File: config.mk
export PLATFORM = sky130hd
export DESIGN_NAME = rel_branch_unit
export DESIGN_NICKNAME = d
export VERILOG_FILES = /design/src/rtl/rel_branch_unit.sv
export SDC_FILE = /design/constraint.sdc
export NUM_CORES = 1
export LEC_CHECK = 0
export ABC_AREA = 0
export BUFFER_PORTS_ARGS = -buffer_cell sky130_fd_sc_hd__buf_2
export CAP_MARGIN = 20
export CORE_ASPECT_RATIO = 1.75
export CORE_MARGIN = 2
export CORE_UTILIZATION = 25
export DETAILED_ROUTE_END_ITERATION = 16
export PLACE_DENSITY = 0.54
export SYNTH_ARGS = -nofsm -noshare
export SYNTH_HDL_FRONTEND = slang
export SYNTH_SLANG_ARGS = --single-unit
File: constraint.sdc
create_clock -name clk -period 3.1 [get_ports clk]
set_clock_uncertainty 0.05 [all_clocks]
set_input_delay 0 -clock clk [delete_from_list [all_inputs] [get_ports clk]]
set_output_delay 0 -clock clk [all_outputs]
set_load 0.02 [all_outputs]
File: src/rtl/rel_branch_unit.sv
module rel_branch_unit #(
  parameter int PC_W     = 16,
  parameter int OFF_W    = 12,
  parameter int DATA_W   = 8,
  parameter int CYC_W    = 4,
  parameter int CYC_JMP  = 5,
  parameter int CYC_ACC  = 7,
  parameter int CYC_CALL = 11
) (
  input  logic              clk,
  input  logic              rst_n,
  input  logic              in_valid,
  input  logic [DATA_W-1:0] byte0,
  input  logic [DATA_W-1:0] byte1,
  input  logic [PC_W-1:0]   pc,
  input  logic [DATA_W-1:0] acc,
  input  logic              cf,
  input  logic              zf,
  output logic              out_valid,
  output logic              taken,
  output logic [PC_W-1:0]   target,
  output logic              push_ret,
  output logic [PC_W-1:0]   ret_addr,
  output logic [CYC_W-1:0]  cycles
);
  localparam int NIB_W = OFF_W - DATA_W;
  localparam logic [PC_W-1:0] ONE = PC_W'(1);
  localparam logic [PC_W-1:0] TWO = PC_W'(2);

  logic [3:0]       grp;
  logic [OFF_W-1:0] disp;
  logic [PC_W-1:0]  disp_ext, acc_ext, rel_dst, seq_pc;
  logic             recog, go, is_call, is_acc;

  assign grp      = byte0[DATA_W-1 -: 4];
  assign disp     = {byte0[NIB_W-1:0], byte1};
  assign disp_ext = {{(PC_W-OFF_W){disp[OFF_W-1]}}, disp};
  assign acc_ext  = is_acc ? {{(PC_W-DATA_W){1'b0}}, acc} : '0;
  assign rel_dst  = pc + ONE + disp_ext + acc_ext;
  assign seq_pc   = pc + TWO;

  always_comb begin
    recog   = 1'b1;
    go      = 1'b0;
    is_call = 1'b0;
    is_acc  = 1'b0;
    unique case (grp)
      4'h8: go = 1'b1;
      4'h9: begin go = 1'b1; is_call = 1'b1; end
      4'hA: go = zf;
      4'hB: go = !zf;
      4'hC: go = cf;
      4'hD: go = !cf;
      4'hE: begin go = 1'b1; is_acc = 1'b1; end
      default: recog = 1'b0;
    endcase
  end

  always_ff @(posedge clk) begin
    if (!rst_n) begin
      out_valid <= 1'b0;
      taken     <= 1'b0;
      push_ret  <= 1'b0;
      target    <= '0;
      ret_addr  <= '0;
      cycles    <= '0;
    end else begin
      out_valid <= in_valid && recog;
      taken     <= in_valid && recog && go;
      push_ret  <= in_valid && is_call;
      target    <= go ? rel_dst : seq_pc;
      ret_addr  <= seq_pc;
      cycles    <= is_call ? CYC_W'(CYC_CALL) : is_acc ? CYC_W'(CYC_ACC) : CYC_W'(CYC_JMP);
    end
  end

  p_idle_quiet_r1: assert property (@(posedge clk) disable iff (!rst_n)
    !out_valid |-> (!taken && !push_ret));
  p_accept_r2: assert property (@(posedge clk) disable iff (!rst_n)
    (in_valid && byte0[7:4] >= 4'h8 && byte0[7:4] <= 4'hE) |=> out_valid);
  p_reject_r2: assert property (@(posedge clk) disable iff (!rst_n)
    (!in_valid || !byte0[7] || byte0[7:4] == 4'hF) |=> !out_valid);
  p_uncond_r4: assert property (@(posedge clk) disable iff (!rst_n)
    (in_valid && byte0[7:4] == 4'h8) |=> taken);
  p_fallthru_r6: assert property (@(posedge clk) disable iff (!rst_n)
    (out_valid && !taken) |-> (target == $past(pc) + TWO && cycles == CYC_W'(CYC_JMP)));
  p_call_push_r7: assert property (@(posedge clk) disable iff (!rst_n)
    push_ret |-> (taken && ret_addr == $past(pc) + TWO));
  p_call_cost_r8: assert property (@(posedge clk) disable iff (!rst_n)
    push_ret |-> cycles == CYC_W'(CYC_CALL));
endmodule

==> results of run 1 <==
## repair_timing
item	4_1_cts	5_1_grt
gates resized for setup	0	0
hold endpoints to repair	10	0
hold buffers	7	0
## cell type report
cell class,instances,area share [%]
Timing Repair Buffer,97,16.4
Inverter,6,0.686
Clock buffer,6,3.93
Clock inverter,1,0.915
Tap cell,125,4.77
Sequential cell,39,23.8
Multi-Input combinational cell,224,49.5
## per-stage QoR
| step | power, mW | instance area, µm² | cells |
|---|---|---|---|
| after floorplan | 0.887 | 2480 | 277 |
| after global placement | 1.05 | 3050 | 484 |
| after detailed placement | 1.05 | 3050 | 484 |
| after CTS | 1.61 | 3280 | 498 |
| after global routing | 1.69 | 3280 | 498 |
| final | 1.60 | 3280 | 498 |
## metal layers
metal | global-route usage (%) | wire (µm) | vias up | share of wire (%)
met1 | 14.1 | 2660 | 1022 | 40
li1 | - | - | 1168 | -
met3 | 1.33 | 275 | 14 | 4.1
met4 | 7.95 | 250 | 0 | 3.7
met2 | 23.7 | 3550 | 61 | 53
met5 | 0 | 0 | - | 0
## Yosys cell counts, types with 4 or more instances
| cell | n | share of area (%) |
|---|---|---|
| o21ai_0 | 6 | 1.2 |
| a21oi_1 | 14 | 2.8 |
| nand4_1 | 5 | 1.3 |
| clkbuf_1 | 4 | 0.61 |
| nand2_1 | 31 | 4.7 |
| and3_1 | 5 | 1.3 |
| a211oi_1 | 9 | 2.7 |
| o211ai_1 | 5 | 1.5 |
| dfxtp_1 | 39 | 32 |
| xnor2_1 | 11 | 3.9 |
| and2_1 | 11 | 2.8 |
| inv_1 | 6 | 0.91 |
| ha_1 | 24 | 12 |
| nor2_1 | 34 | 5.2 |
| nand3_1 | 5 | 1.0 |
| xor2_1 | 13 | 4.6 |
| a21o_1 | 5 | 1.5 |
| fa_1 | 8 | 6.5 |
## cells by family (layout without fill, tap and decap cells)
group	after synthesis	count (layout)	share of synthesized area, %
buffers and inverters	14	110	2.93
adder cells (fa/ha/maj)	32	32	18.6
XOR/XNOR	24	24	8.48
flip-flops	39	39	31.5
AO/OA/AOI/OAI	62	62	17.8
AND/OR/NAND/NOR	105	105	20.3
multiplexers	1	1	0.404
## sequential cells by signal (all words and copies together) (netlist names)
name and count:
cycles 4, out_valid 1, push_ret 1, ret_addr 16, taken 1, target 16
## how the worst min path moves through the flow
stage               cells after the start  startpoint  slack (ns)                      end
finish                                  3      pc[13]       0.002  ret_addr[13]$_SDFF_PN0_
global route                            3       pc[4]        0.03   ret_addr[4]$_SDFF_PN0_
CTS                                     3       pc[4]       0.004   ret_addr[4]$_SDFF_PN0_
detailed placement                      2       pc[0]        0.21   ret_addr[0]$_SDFF_PN0_
global placement                        2    byte0[4]        0.20     out_valid$_SDFF_PN0_
floorplan                               0       rst_n       -0.02     cycles[0]$_SDFF_PN0_
## power by group through the flow
| stage | logic (mW) | registers, mW | clock network (mW) |
|---|---|---|---|
| final | 0.490 | 0.550 | 0.556 |
| after CTS | 0.496 | 0.551 | 0.568 |
| after detailed placement | 0.487 | 0.562 | 0 |
| after floorplan | 0.278 | 0.610 | 0 |
| after global placement | 0.484 | 0.562 | 0 |
| after global routing | 0.548 | 0.554 | 0.585 |
==> key figures, run 1 <==
Synth
  – Seq/Total Area, Yosys: 31.5%
  – Synthesized Nets: 354
  – EDFF count, synth: 0
  – Post-synth cell types: 49
  – Post-synth ARST share: 0%
  – Synthesis-stage register bit count: 39
  – Main synth FF type: dfxtp_1
  – Cells after Synth: 277
  – Mapped Avg Cell Area: 8.94 µm²
  – Mapped Area: 2480 µm²
  – Synth warn: 0

Global routing
  – Initial antenna violation count: 0
  – Vias in the first global route: 2318
  – First-pass GRT wire length: 10900 µm
  – GRT Residual Overflow: 0
  – Gr usage total: 13.0%
  – Largest net degree at the start of global routing: 24

Finish
  – # diodes: 0
  – Fin nets: 450
  – Area of the multi-input gates: 1620 µm²
  – FF+latch area: 781 µm²
  – Fillcell total: 1067
  – Commonest non-fill, non-tap cell in the layout: buf_2
  – Commonest non-fill, non-tap cells in the layout: 83 x buf_2, 39 x dfxtp_1, 34 x nor2_1
  – Layout cells sized above 1: 27.6%
  – Post-layout util: 33.7%
  – Layout area overhead: 32.4%

Floorplan
  – Die Y: 136 µm
  – Starting density of the core: 25.5%
  – Die ar.: 10800 µm²
  – FP Rows: 48
  – Width of the die: 79.3 µm
  – Core ar.: 9730 µm²
  – # IOs: 84

Setup path
  – Crit end category: flip-flop
  – Critical Path Start Type: primary input
  – Setup CP Type: primary input to flip-flop
  – Worst path bufs/invs: 2
  – Slowest cell on crit path: dlygate4sd3_1
  – CP endpoint: target[13]$_SDFF_PN0_
  – Crit path launch: pc[1]
  – Crit-path leading delay family: compound AO/OA/AOI/OAI gates
  – Critical path data arrival time: 2.88 ns
  – Critical Path Stages: 10
  – Crit-path max FO: 6
  – Worst-path cell chain: dlygate4sd3_1, buf_2, fa_1, ha_1, a211oi_2, o21ai_2, a2111oi_2, o21a_2, nor3_1, o311a_1
  – Worst path max stage delay: 0.53 ns
  – WP data required: 3.21 ns

Detailed routing
  – DR vias/cell: 4.55
  – Via count: 2265
  – DRT iter0 DRCs: 100
  – DRT antenna net count: 0
  – Final wirelength: 6730 µm
  – DRC Markers: 0
  – TritonRoute pass-1 iters: 4
  – DR WL/cell: 13.5 µm

Outcome
  – Status: complete, no violations

STA
  – Worst Slack Setup Final: 0.334 ns
  – Fin Hold WS: 0.00224 ns
  – Tcrit/Tclk final: 89.2%
  – TNS Setup: 0 ns
  – Final hold vios: 0
  – RSZ-0062 raised after global routing: no
  – Final Setup Violations: 0
  – Max_slew headroom: 38.8%
  – Max-slew violations: 0
  – Worst-margin pin slew: 0.918 ns
  – Minimum clock period after layout: 2.77 ns
  – Max Clock Freq: 362 MHz

Power
  – Register share of total power: 34.5%
  – Combinational share of power: 30.7%
  – Leakage: 1.56 nW
  – Sw Share: 29.7%
  – Pwr Density: 486 nW/µm²
  – Psw: 474 µW
  – Clk pwr share: 34.8%
  – Worst vdd ir: 0.000244 V
  – Internal power: 1.12 mW

Run
  – Max Cap Viol: 0

Clocking
  – H-tree depth: 2
  – Clock buffer depth: 2
  – Worst-path clk slew: 0.05 ns
  – TritonCTS Buffers: 5
  – Postcts setup bufs: 0
  – CTS Root Cell: clkbuf_16
  – CTS sink cnt: 39
  – CTS tree: built

Worst hold path
  – Min-Delay Path Class: primary input to flip-flop

Placed design
  – Global placer's final weighted congestion: 0.829
  – PortBufs: 83
  – DP HPWL: 5690 µm
  – Setup WS pre-CTS: 0.00352 ns
Power figures use the tool's default switching activity.
==> run 2, diff against run 1 <==
- CAP_MARGIN: 20 -> 0
- CTS_BUF_LIST: unset -> sky130_fd_sc_hd__clkbuf_16
==> key figures, run 2 (synthesis results as in run 1) <==
Outcome
  – Status: complete, no violations

Detailed routing
  – DRT iter0 DRCs: 100 (unchanged)
  – Via count: 2265 (unchanged)
  – DR WL/cell: 13.5 µm (unchanged)
  – DRC Markers: 0 (unchanged)
  – Final wirelength: 6730 µm (unchanged)
  – DRT antenna net count: 0 (unchanged)
  – TritonRoute pass-1 iters: 4 (unchanged)
  – DR vias/cell: 4.55 (unchanged)

Power
  – Worst vdd ir: 0.000244 V (unchanged)
  – Sw Share: 29.8% (+0.072 points)
  – Psw: 474 µW (about the same)
  – Register share of total power: 34.6% (about the same)
  – Pwr Density: 485 nW/µm² (-0.20%)
  – Internal power: 1.12 mW (-0.30%)
  – Combinational share of power: 30.7% (about the same)
  – Leakage: 1.56 nW (+0.27%)
  – Clk pwr share: 34.7% (about the same)

Placed design
  – DP HPWL: 5690 µm (unchanged)
  – PortBufs: 83 (unchanged)
  – Global placer's final weighted congestion: 0.829 (unchanged)

Worst hold path
  – Min-Delay Path Class: primary input to flip-flop

STA
  – Max Clock Freq: 362 MHz (about the same)
  – RSZ-0062 raised after global routing: no
  – Final Setup Violations: 0 (unchanged)
  – Tcrit/Tclk final: 89.2% (about the same)
  – Max_slew headroom: 38.8% (unchanged)
  – Fin Hold WS: 0.00224 ns (unchanged)
  – Minimum clock period after layout: 2.77 ns (-0.000197 ns)
  – Final hold vios: 0 (unchanged)
  – Worst-margin pin slew: 0.918 ns (unchanged)
  – Max-slew violations: 0 (unchanged)
  – TNS Setup: 0 ns (unchanged)

Clocking
  – CTS tree: built
  – Worst-path clk slew: 0.05 ns (about the same)
  – CTS sink cnt: 39 (unchanged)
  – Postcts setup bufs: 0 (unchanged)
  – CTS Root Cell: clkbuf_16
  – Clock buffer depth: 2 (unchanged)
  – Post-cts resize count: 0 (unchanged)
  – TritonCTS Buffers: 5 (unchanged)
  – # hold bufs at CTS: 7 (unchanged)
  – H-tree depth: 2 (unchanged)

Finish
  – Commonest non-fill, non-tap cells in the layout: 83 x buf_2, 39 x dfxtp_1, 34 x nor2_1
  – Post-layout util: 33.7% (unchanged)
  – # diodes: 0 (unchanged)
  – Commonest non-fill, non-tap cell in the layout: buf_2
  – Fin nets: 450 (unchanged)
  – Largest registers: ret_addr: 16 flops, target: 16 flops, cycles: 4 flops
  – Fillcell total: 1067 (unchanged)
  – Layout area overhead: 32.4% (unchanged)
  – Layout cells sized above 1: 27.6% (unchanged)

Global routing
  – GR Util met1: 14.1% (unchanged)
  – Gr usage total: 13.0% (unchanged)
  – Most Crowded Layer GR: met2
  – GRT Residual Overflow: 0 (unchanged)
  – Initial antenna violation count: 0 (unchanged)
  – Largest net degree at the start of global routing: 24 (unchanged)
  – M2 GR Usage: 23.7% (unchanged)
  – GR Util met3: 1.33% (unchanged)
  – Vias in the first global route: 2318 (unchanged)
  – First-pass GRT wire length: 10900 µm (unchanged)

Setup path
  – Crit end category: flip-flop
  – Critical Path Start Type: primary input
  – Crit-path max FO: 6 (unchanged)
  – Setup CP Type: primary input to flip-flop
  – WP data required: 3.21 ns (about the same)
  – Critical path data arrival time: 2.88 ns (about the same)

Run
  – Max Cap Viol: 0 (unchanged)

Floorplan
  – FP Rows: 48 (unchanged)
  – Starting density of the core: 25.5% (unchanged)
  – Core ar.: 9730 µm² (unchanged)
  – Die Y: 136 µm (unchanged)
  – Die ar.: 10800 µm² (unchanged)
  – Width of the die: 79.3 µm (unchanged)
  – # IOs: 84 (unchanged)
==> run 2: cell count changes in the layout (fill, tap and decap cells not counted), sizes merged <==
cell,change
inv,+1
clkbuf,-1
==> run 2: power groups by stage <==
stage	sequential, mW	combinational [mW]	clock [mW]
after global routing	0.554	0.548	0.582
after global placement	0.562	0.484	0
final	0.550	0.490	0.553
after detailed placement	0.562	0.487	0
after floorplan	0.610	0.278	0
after CTS	0.551	0.496	0.564
==> run 2: routing by layer <==
metal  vias up  wire, µm
li1       1168         -
met1      1022      2660
met2        61      3550
met3        14       275
met4         0       250
met5         -         0
==> run 2: cell type report <==
type	count	area, µm²	share of cell area [%]
Sequential cell	39	781	23.8
Multi-Input combinational cell	224	1620	49.5
Tap cell	125	156	4.77
Clock buffer	5	125	3.81
Timing Repair Buffer	97	538	16.4
Clock inverter	2	33.8	1.03
Inverter	6	22.5	0.686
==> run 2: path summary, 6_finish.rpt <==
| kind | startpoint | endpoint | slack [ns] | cells past startpoint |
|---|---|---|---|---|
| setup / recovery | pc[1] | target[13]$_SDFF_PN0_ | 0.33 | 10 |
| hold / removal | pc[13] | ret_addr[13]$_SDFF_PN0_ | 0.002 | 3 |
==> run 2: stage by stage <==
| stage | total power, mW | std cells | worst slack [ns] | instance area (µm²) |
|---|---|---|---|---|
| after floorplan | 0.887 | 277 | 0.333 | 2480 |
| after global placement | 1.05 | 484 | 0.0695 | 3050 |
| after detailed placement | 1.05 | 484 | 0.00352 | 3050 |
| after CTS | 1.61 | 498 | 0.295 | 3280 |
| after global routing | 1.68 | 498 | 0.0957 | 3280 |
| final | 1.59 | 498 | 0.335 | 3280 |
==> run 2: worst max-delay path, stage by stage <==
cell and delay (ns):
dlygate4sd3_1 0.53, buf_2 0.17, fa_1 0.52, ha_1 0.34, a211oi_2 0.25, o21ai_2 0.12
a2111oi_2 0.40, o21a_2 0.18, nor3_1 0.04, o311a_1 0.32
==> run 3, diff against run 2 <==
- PLACE_DENSITY: 0.54 -> 0.57
==> key figures, run 3 (synthesis results as in run 1) <==
Finish
  – Largest registers: ret_addr: 16 flops, target: 16 flops, cycles: 4 flops
  – Layout area overhead: 31.4%
  – # diodes: 0 (unchanged)
  – Fin nets: 449 (-0.22%)
  – Layout cells sized above 1: 27.6% (unchanged)
  – Commonest non-fill, non-tap cell in the layout: buf_2
  – Fillcell total: 1042 (-2.3%)
  – Commonest non-fill, non-tap cells in the layout: 83 x buf_2, 39 x dfxtp_1, 34 x nor2_1

Placed design
  – PortBufs: 83 (unchanged)
  – DP HPWL: 5800 µm (+1.8%)
  – Global placer's final weighted congestion: 0.909 (+9.7%)

Power
  – Worst vdd ir: 0.000183 V (-25%)
  – Combinational share of power: 32.2% (+1.5 points)
  – Register share of total power: 36.3% (+1.7 points)
  – Clk pwr share: 31.6% (-3.1 points)
  – Sw Share: 31.8% (+2.0 points)
  – Internal power: 1.04 mW (-7.3%)
  – Total power: 1.52 mW (-4.5%)
  – Leakage: 1.55 nW (-0.95%)
  – Pwr Density: 467 nW/µm² (-3.8%)
  – Psw: 483 µW (+2.0%)

Clocking
  – Worst-path clk slew: 0.06 ns (about the same)
  – Clock buffer depth: 2 (unchanged)
  – TritonCTS Buffers: 5 (unchanged)
  – CTS tree: built
  – Post-cts resize count: 0 (unchanged)
  – Postcts setup bufs: 0 (unchanged)
  – # hold bufs at CTS: 7 (unchanged)
  – H-tree depth: 2 (unchanged)
  – CTS Root Cell: clkbuf_16
  – CTS sink cnt: 39 (unchanged)

Floorplan
  – Starting density of the core: 25.5% (unchanged)
  – FP Rows: 48 (unchanged)
  – Width of the die: 79.3 µm (unchanged)
  – Die ar.: 10800 µm² (unchanged)
  – Core ar.: 9730 µm² (unchanged)
  – Die Y: 136 µm (unchanged)
  – # IOs: 84 (unchanged)

Global routing
  – GR Util met1: 12.9% (-1.2 points)
  – First-pass GRT wire length: 10800 µm (-0.69%)
  – Most Crowded Layer GR: met2
  – M2 GR Usage: 24.8% (+1.1 points)
  – GRT Residual Overflow: 0 (unchanged)
  – Initial antenna violation count: 0 (unchanged)
  – GR Util met3: 1.13% (-0.20 points)
  – Gr usage total: 12.9% (-0.055 points)
  – Largest net degree at the start of global routing: 24 (unchanged)
  – Vias in the first global route: 2401 (+3.6%)

STA
  – Final Setup Violations: 0 (unchanged)
  – Max_slew headroom: 40.0% (+1.2 points)
  – Worst-margin pin slew: 0.900 ns (-0.0175 ns)
  – TNS Setup: 0 ns (unchanged)
  – Max Clock Freq: 361 MHz (about the same)
  – Minimum clock period after layout: 2.77 ns (+0.00115 ns)
  – RSZ-0062 raised after global routing: no
  – Tcrit/Tclk final: 89.2% (about the same)
  – Final hold vios: 0 (unchanged)
  – Fin Hold WS: 0.0159 ns (+0.0137 ns)
  – Max-slew violations: 0 (unchanged)

Detailed routing
  – DRT antenna net count: 0 (unchanged)
  – Final wirelength: 6750 µm (+0.25%)
  – DR WL/cell: 13.6 µm (+0.25%)
  – DR vias/cell: 4.64 (+2.0%)
  – DRT iter0 DRCs: 68 (-32%)
  – Via count: 2311 (+2.0%)
  – TritonRoute pass-1 iters: 4 (unchanged)
  – DRC Markers: 0 (unchanged)

Run
  – Max Cap Viol: 0 (unchanged)

Setup path
  – Critical Path Start Type: primary input
  – WP data required: 3.22 ns (about the same)
  – Crit end category: flip-flop
  – Setup CP Type: primary input to flip-flop
  – Crit-path max FO: 6 (unchanged)
  – Critical path data arrival time: 2.88 ns (about the same)

Worst hold path
  – Min-Delay Path Class: primary input to flip-flop
  – Hold path depth: 3 (unchanged)

Outcome
  – Status: complete, no violations
-- run 3: metrics by stage --
step / cell area (µm²) / setup WS [ns] / cells / util, %
after floorplan: 2480 / 0.333 / 277 / -
after global placement: 3040 / 0.141 / 483 / 31.3
after detailed placement: 3040 / 0.0851 / 483 / 31.3
after CTS: 3260 / 0.295 / 498 / 33.5
after global routing: 3260 / 0.145 / 498 / 33.5
final: 3260 / 0.333 / 498 / 33.5
-- run 3: layout make-up --
cell class	count	area (µm²)	area share (%)
clock inverters	3	16.3	0.500
repair buffers	96	531	16.3
flip-flops and latches	39	781	24.0
clock buffers	5	125	3.84
inverters	6	22.5	0.692
multi-input cells	224	1620	49.9
well taps	125	156	4.80
-- run 3: metal layers --
| layer | vias up | part of all wire, % | routed length [µm] |
|---|---|---|---|
| met5 | - | 0 | 0 |
| met3 | 17 | 4.2 | 281 |
| met4 | 0 | 3.6 | 243 |
| li1 | 1165 | - | - |
| met1 | 1067 | 37 | 2530 |
| met2 | 62 | 55 | 3700 |
-- run 3: final timing paths --
| kind | start | to | slack [ns] |
|---|---|---|---|
| max | pc[1] | target[13]$_SDFF_PN0_ | 0.33 |
| min | pc[4] | ret_addr[4]$_SDFF_PN0_ | 0.02 |
-- run 3: power groups by stage --
stage,clock (mW),combinational (mW),sequential [mW]
6_report,0.480,0.489,0.551
2_1_floorplan,0,0.278,0.610
3_5_place_dp,0,0.486,0.564
5_1_grt,0.514,0.548,0.555
4_1_cts,0.497,0.495,0.553
3_3_place_gp,0,0.480,0.564
-- run 3: critical path: stages --
cell           delay (ns)
dlygate4sd3_1        0.53
buf_2                0.17
fa_1                 0.52
ha_1                 0.35
a211oi_2             0.25
o21ai_2              0.12
a2111oi_2            0.40
o21a_2               0.18
nor3_1               0.05
o311a_1              0.32
